===== src/rtl/bitops_pkg.sv =====
package bitops_pkg;
   typedef enum logic [3:0] {
      OP_BTST = 4'd0,
      OP_BSET = 4'd1,
      OP_BCLR = 4'd2,
      OP_FEXT = 4'd3,
      OP_FMRG = 4'd4,
      OP_SHL  = 4'd5,
      OP_SHR  = 4'd6,
      OP_ROL  = 4'd7,
      OP_ROR  = 4'd8,
      OP_MSB  = 4'd9,
      OP_HASH = 4'd10
   } bitop_e;
endpackage


===== src/rtl/bitops_field.sv =====
module bitops_field #(
   parameter int DATA_W = 16,
   localparam int POS_W = $clog2(DATA_W)
) (
   input  logic [3:0]        op,
   input  logic [DATA_W-1:0] src,
   input  logic [POS_W-1:0]  pos,
   input  logic [POS_W-1:0]  lenm1,
   input  logic [DATA_W-1:0] dst,
   output logic [DATA_W-1:0] res
);
   import bitops_pkg::*;

   logic [DATA_W-1:0] len_mask;
   logic [DATA_W-1:0] place_mask;
   logic [DATA_W-1:0] one_hot;

   // one mask bit per data bit: set while below the field length
   for (genvar i = 0; i < DATA_W; i++) begin : g_mask
      assign len_mask[i] = (POS_W'(i) <= lenm1);
   end

   assign place_mask = len_mask << pos;
   assign one_hot    = DATA_W'(1) << pos;

   always_comb begin
      unique case (op)
         OP_BTST: res = DATA_W'((src & one_hot) != '0);
         OP_BSET: res = src | one_hot;
         OP_BCLR: res = src & ~one_hot;
         OP_FEXT: res = (src >> pos) & len_mask;
         OP_FMRG: res = (dst & ~place_mask) | ((src & len_mask) << pos);
         default: res = '0;
      endcase
   end
endmodule


===== src/rtl/bitops_shift.sv =====
module bitops_shift #(
   parameter int DATA_W = 16,
   localparam int AMT_W = $clog2(DATA_W)
) (
   input  logic [DATA_W-1:0] src,
   input  logic [AMT_W-1:0]  amt,
   input  logic              left,
   input  logic              rotate,
   output logic [DATA_W-1:0] res
);
   logic [DATA_W-1:0] stg [0:AMT_W];
   logic [DATA_W-1:0] src_rev;
   logic [DATA_W-1:0] out_rev;

   for (genvar i = 0; i < DATA_W; i++) begin : g_rev
      assign src_rev[i] = src[DATA_W-1-i];
      assign out_rev[i] = stg[AMT_W][DATA_W-1-i];
   end

   // left-direction work runs the right shifter on the mirrored word
   assign stg[0] = left ? src_rev : src;

   for (genvar k = 0; k < AMT_W; k++) begin : g_stage
      localparam int S = 1 << k;
      logic [S-1:0] fill;
      assign fill = rotate ? stg[k][S-1:0] : '0;
      assign stg[k+1] = amt[k] ? {fill, stg[k][DATA_W-1:S]} : stg[k];
   end

   assign res = left ? out_rev : stg[AMT_W];
endmodule


===== src/rtl/bitops_scan.sv =====
module bitops_scan #(
   parameter int DATA_W    = 16,
   parameter int HASH_W    = 10,
   parameter logic [DATA_W-1:0] HASH_MULT = 16'h9E37,
   localparam int HALF_W = DATA_W / 2
) (
   input  logic [DATA_W-1:0] src,
   output logic [DATA_W-1:0] msb_idx,
   output logic [DATA_W-1:0] hash
);
   logic [HALF_W-1:0] folded;
   logic [DATA_W-1:0] product;

   always_comb begin
      msb_idx = '1;
      for (int i = 0; i < DATA_W; i++) begin
         if (src[i]) msb_idx = DATA_W'(i);
      end
   end

   assign folded  = src[DATA_W-1:HALF_W] ^ src[HALF_W-1:0];
   assign product = DATA_W'(folded) * HASH_MULT;

   if (HASH_W == DATA_W) begin : g_hash_full
      assign hash = product;
   end else begin : g_hash_part
      assign hash = {{(DATA_W-HASH_W){1'b0}}, product[HASH_W-1:0]};
   end
endmodule


===== src/rtl/bitops_unit.sv =====
module bitops_unit #(
   parameter int DATA_W    = 16,
   parameter int HASH_W    = 10,
   parameter logic [DATA_W-1:0] HASH_MULT = 16'h9E37,
   localparam int POS_W = $clog2(DATA_W)
) (
   input  logic              clk,
   input  logic              rst_n,
   input  logic              in_valid,
   input  logic [3:0]        op,
   input  logic [DATA_W-1:0] opa,
   input  logic [DATA_W-1:0] opb,
   input  logic [DATA_W-1:0] opc,
   output logic              out_valid,
   output logic [DATA_W-1:0] result,
   output logic              zero
);
   import bitops_pkg::*;

   if ((1 << POS_W) != DATA_W || DATA_W < 8) begin : g_bad_width
      $error("DATA_W must be a power of two of at least 8");
   end
   if (HASH_W < 1 || HASH_W > DATA_W) begin : g_bad_hash
      $error("HASH_W must lie in 1..DATA_W");
   end
   if (HASH_MULT[0] != 1'b1) begin : g_bad_mult
      $error("HASH_MULT must be odd");
   end

   logic [DATA_W-1:0] fld_res, sh_res, msb_res, hash_res;
   logic [DATA_W-1:0] res_d;
   logic              zero_d;
   logic              sh_left, sh_rot;

   bitops_field #(.DATA_W(DATA_W)) u_field (
      .op(op), .src(opa), .pos(opb[POS_W-1:0]),
      .lenm1(opb[2*POS_W-1:POS_W]), .dst(opc), .res(fld_res)
   );

   assign sh_left = (op == OP_SHL) || (op == OP_ROL);
   assign sh_rot  = (op == OP_ROL) || (op == OP_ROR);

   bitops_shift #(.DATA_W(DATA_W)) u_shift (
      .src(opa), .amt(opb[POS_W-1:0]), .left(sh_left),
      .rotate(sh_rot), .res(sh_res)
   );

   bitops_scan #(.DATA_W(DATA_W), .HASH_W(HASH_W), .HASH_MULT(HASH_MULT)) u_scan (
      .src(opa), .msb_idx(msb_res), .hash(hash_res)
   );

   always_comb begin
      unique case (op)
         OP_BTST, OP_BSET, OP_BCLR, OP_FEXT, OP_FMRG: res_d = fld_res;
         OP_SHL, OP_SHR, OP_ROL, OP_ROR:              res_d = sh_res;
         OP_MSB:                                      res_d = msb_res;
         OP_HASH:                                     res_d = hash_res;
         default:                                     res_d = '0;
      endcase
      zero_d = (op == OP_MSB) ? (opa == '0) : (res_d == '0);
   end

   always_ff @(posedge clk or negedge rst_n) begin
      if (!rst_n) begin
         out_valid <= 1'b0;
         result    <= '0;
         zero      <= 1'b0;
      end else begin
         out_valid <= in_valid;
         if (in_valid) begin
            result <= res_d;
            zero   <= zero_d;
         end
      end
   end


   valid_lat_chk: assert property (@(posedge clk) disable iff (!rst_n)
      in_valid |=> out_valid);

   idle_hold_chk: assert property (@(posedge clk) disable iff (!rst_n)
      !in_valid |=> (!out_valid && $stable(result) && $stable(zero)));

   msb_empty_chk: assert property (@(posedge clk) disable iff (!rst_n)
      (in_valid && op == OP_MSB && opa == '0) |=> (result == '1 && zero));

   fext_upper_chk: assert property (@(posedge clk) disable iff (!rst_n)
      (in_valid && op == OP_FEXT) |=>
         ((result >> ({1'b0, $past(opb[2*POS_W-1:POS_W])} + 1'b1)) == '0));

   zero_flag_chk: assert property (@(posedge clk) disable iff (!rst_n)
      (in_valid && op != OP_MSB) |=> (zero == (result == '0)));

   if (HASH_W < DATA_W) begin : g_hash_chk

      hash_width_chk: assert property (@(posedge clk) disable iff (!rst_n)
         (in_valid && op == OP_HASH) |=> (result[DATA_W-1:HASH_W] == '0));
   end
endmodule


===== config.mk =====
export PLATFORM = sky130hd
export DESIGN_NAME = bitops_unit
export DESIGN_NICKNAME = d
export VERILOG_FILES = /design/src/rtl/bitops_pkg.sv /design/src/rtl/bitops_field.sv /design/src/rtl/bitops_shift.sv /design/src/rtl/bitops_scan.sv /design/src/rtl/bitops_unit.sv
export SDC_FILE = /design/constraint.sdc
export NUM_CORES = 1
export LEC_CHECK = 0
export BUFFER_PORTS_ARGS = -buffer_cell sky130_fd_sc_hd__buf_2
export CORE_ASPECT_RATIO = 1.2
export CORE_UTILIZATION = 40
export DETAILED_ROUTE_END_ITERATION = 8
export GPL_TIMING_DRIVEN = 0
export PLACE_DENSITY = 0.57
export RECOVER_POWER = 50
export SLEW_MARGIN = 5
export SYNTH_ARGS = -nofsm -noshare
export SYNTH_HDL_FRONTEND = slang
export SYNTH_SLANG_ARGS = --single-unit
export TNS_END_PERCENT = 100

===== constraint.sdc =====
create_clock -name clk -period 1.27 [get_ports clk]
set_input_delay 0.127 -clock clk [delete_from_list [all_inputs] [get_ports clk]]
set_output_delay 0.127 -clock clk [all_outputs]
set_load 0.005 [all_outputs]

==> run_results.csv <==
group,metric,value,unit
synthesis,ys_ff_latch,18,
floorplan,initial_core_util,41.0,%
sta,tns,-30.03,ns
sta,worst_pin_slew,1.17,ns
synthesis,synth_top_area_share,7.05,%
critical_path,cp_num_buf_inv,5,
sta,timing.hold.ws,0.358,ns
finish,final_cell_mix,"buf_2 (67), buf_4 (62), a21oi_1 (61)",
sta,rsz0062_at_grt,"true",
drt,vias_per_cell,7.28,
clocking,cts_root_buf,"clkbuf_16",
synthesis,synth_edf_count,0,
finish,fin_nets,1054,
finish,drive_gt1_share,39.8,%
finish,multi_input_area,6280,µm²
critical_path,cp-end-kind,"flop",
grt,overflow,0,
drt,wirelength,37700,µm
clocking,cts_tree,"built",
clocking,clock_latency,0.25,ns
grt,grt_max_degree,19,
sta,slew_headroom,20.0,%
run_status,outcome,"finished with violations",
sta,hold_viol_final,0,
synthesis,seq_area_frac_synth,7.05,%
critical_path,critical_path_class,"in -> reg",
critical_path,crit_arrival,4.47,ns
critical_path,worst_setup_path_start_kind,"input port",
clocking,clk_pin_slew,0.05,ns
finish,final_common_cell,"buf_2",
sta,max_freq,233,MHz
place,preCtsSetupSlack,-3.63,ns
grt,antenna_found_initial,0,
critical_path,crit_family,"adder cells",
drt,route.detailed.drc,0,
synthesis,syn-num-nets,932,
finish,finalNonFillerCells,1169,
sta,fin_ws,-3.03,ns
critical_path,required,1.45,ns
power,peakVddDrop,0.00114,V
floorplan,die_area,16500,µm²
place,place_inst,1105,
power,p_per_area,965,nW/µm²
grt,grt_pass1_wl,54500,µm
finish,regArea,450,µm²
finish,nFillCells,1404,
grt,grt_pass1_vias,8284,
power,p_leak,3.61,nW
clocking,clockBufferDepth,2,
floorplan,core-area,15600,µm²
run_status,violations,"negative setup slack",
place,place_congestion,1.05,
drt,drtIter0Drc,1292,
synthesis,netlist_instances,840,
critical_path,max_stage_delay,0.54,ns
finish,area_growth,39.8,%
min_path,hold_path.class,"in -> async",
floorplan,fp-row-count,50,
sta,fin_crit_sh,338,%
floorplan,pin_count,73,
clocking,ctsHtreeMaxLevel,1,
synthesis,synthDistinctLibCells,95,
sta,fin_crit,4.30,ns
drt,via_count,8508,
drt,first_pass_iters,8,
clocking,numCtsBuffers,3,
finish,design_area,8920,µm²
sta,finalSetupViolations,17,
synthesis,ys_warn_count,0,
clocking,cts.sinks,18,
place,hpwl,27100,µm
drt,antenna_left,0,
synthesis,ys_top_cells_by_area,"dfrtp_1 (7.1%), mux2i_1 (5.5%), mux4_2 (5.3%)",
synthesis,yosys.area.top_type,"dfrtp_1",
sta,finalClockSkew,0,ns
place,placed_cell_area,7390,µm²
sta,drv_slew,0,
synthesis,syn_area,6380,µm²
critical_path,crit_chain,"buf_2, clkbuf_16, xor2_4, buf_4, ha_1, fa_1, inv_1, fa_1, inv_1, ha_1, xnor2_1, xnor3_1, xnor2_1, xnor2_2, a221oi_2, nand3_1, nor4_2, nand4b_1, o21ai_1",
floorplan,die_h,140,µm
synthesis,ys.flop_type,"dfrtp_1",
critical_path,crit_fanout,10,
synthesis,async_flop_share,100,%
grt,grt_use_total,44.6,%
synthesis,synth_area_per_cell,7.60,µm²
critical_path,cpMaxStageDelayCell,"fa_1",
floorplan,die_width,117,µm
run,drv_cap,0,
place,port_buffers,57,
drt,wl_per_cell,32.3,µm
==> registers in the layout, summed over array words and instances, names as in the netlist <==
name / count
zero: 1
out_valid: 1
result: 16
==> cells in the mapped netlist, types with 5 or more instances <==
| library cell | count |
|---|---|
| o22ai_1 | 12 |
| a31oi_1 | 14 |
| fa_1 | 14 |
| a21oi_1 | 66 |
| buf_4 | 5 |
| o21ai_0 | 46 |
| xor2_1 | 7 |
| and2_1 | 7 |
| a2111oi_0 | 9 |
| o21ai_1 | 6 |
| nand3b_1 | 5 |
| a21o_1 | 10 |
| a221oi_1 | 9 |
| nand3_1 | 21 |
| nand2b_1 | 19 |
| buf_1 | 7 |
| nor2b_1 | 11 |
| o2111ai_1 | 7 |
| ha_1 | 23 |
| buf_2 | 24 |
| xnor2_1 | 8 |
| o22a_1 | 5 |
| mux4_2 | 15 |
| nand2_1 | 62 |
| and3_1 | 7 |
| clkbuf_1 | 42 |
| or2_2 | 8 |
| o31ai_1 | 6 |
| buf_6 | 11 |
| mux2i_1 | 35 |
| inv_1 | 42 |
| nor4_1 | 7 |
| nor3_1 | 20 |
| nand4_1 | 9 |
| a211oi_1 | 10 |
| mux2_2 | 20 |
| a211o_1 | 8 |
| a22oi_1 | 12 |
| dfrtp_1 | 18 |
| nor2_1 | 55 |
| o211ai_1 | 13 |
| o32ai_1 | 9 |
==> final cells by class <==
class                           count  area share (%)
Buffer                             86            8.92
Antenna cell                        1          0.0280
Tap cell                          208            2.92
Timing Repair Buffer              120            9.77
Clock buffer                        3           0.841
Sequential cell                    18            5.05
Inverter                           46            2.07
Multi-Input combinational cell    687            70.4
==> power breakdown <==
group          switching (mW)  total [mW]  internal, mW
Sequential             0.0484       0.715         0.666
Combinational            3.97        7.26          3.29
Clock                   0.215       0.630         0.415
Total                    4.24        8.61          4.37
==> per-stage QoR <==
| stage | total power [mW] | util (%) |
|---|---|---|
| 6_report | 8.61 | 57.3 |
| 5_1_grt | 9.02 | 57.3 |
| 4_1_cts | 7.85 | 54.4 |
| 3_5_place_dp | 6.10 | 47.4 |
| 3_3_place_gp | 6.00 | 47.3 |
| 2_1_floorplan | 4.48 | - |
==> cells by family after synthesis <==
group / share of synthesized area [%]
flip-flops: 7.05
multiplexers: 15.5
buffers and inverters: 10.1
AO/OA/AOI/OAI: 33.8
AND/OR/NAND/NOR: 21.6
XOR/XNOR: 3.12
adder cells (fa/ha/maj): 8.90
==> what timing repair did <==
item / 4_1_cts / 5_1_grt
setup endpoints to repair: 17 / 17
hold buffers: 2 / 0
resized for setup: 148 / 71
pin swaps: 35 / 26
hold endpoints to repair: 19 / 0
buffers inserted: 45 / 17
==> per-layer routing <==
metal  share of wire [%]  global-route usage, %  vias to the layer above  routed length [µm]
met3                  12                   9.77                      228                4430
met5                   0                      0                        -                   0
li1                    -                      -                     3458                   -
met2                  44                   71.8                      756               16600
met1                  36                   53.4                     4066               13400
met4                 8.6                   29.5                        0                3250
==> final timing paths <==
check	slack [ns]	cells past startpoint	to	startpoint
max reg2reg	0.49	1	result[8]	result[8]
min in group clk	0.46	5	result[15]	opc[15]
max in group asynchronous	0.60	2	result[10]	rst_n
max	-3.03	19	zero	opa[6]
min reg2reg	0.48	1	result[7]	result[7]
min	0.36	2	result[11]	rst_n
No activity file was read; power rests on OpenSTA's default activity.
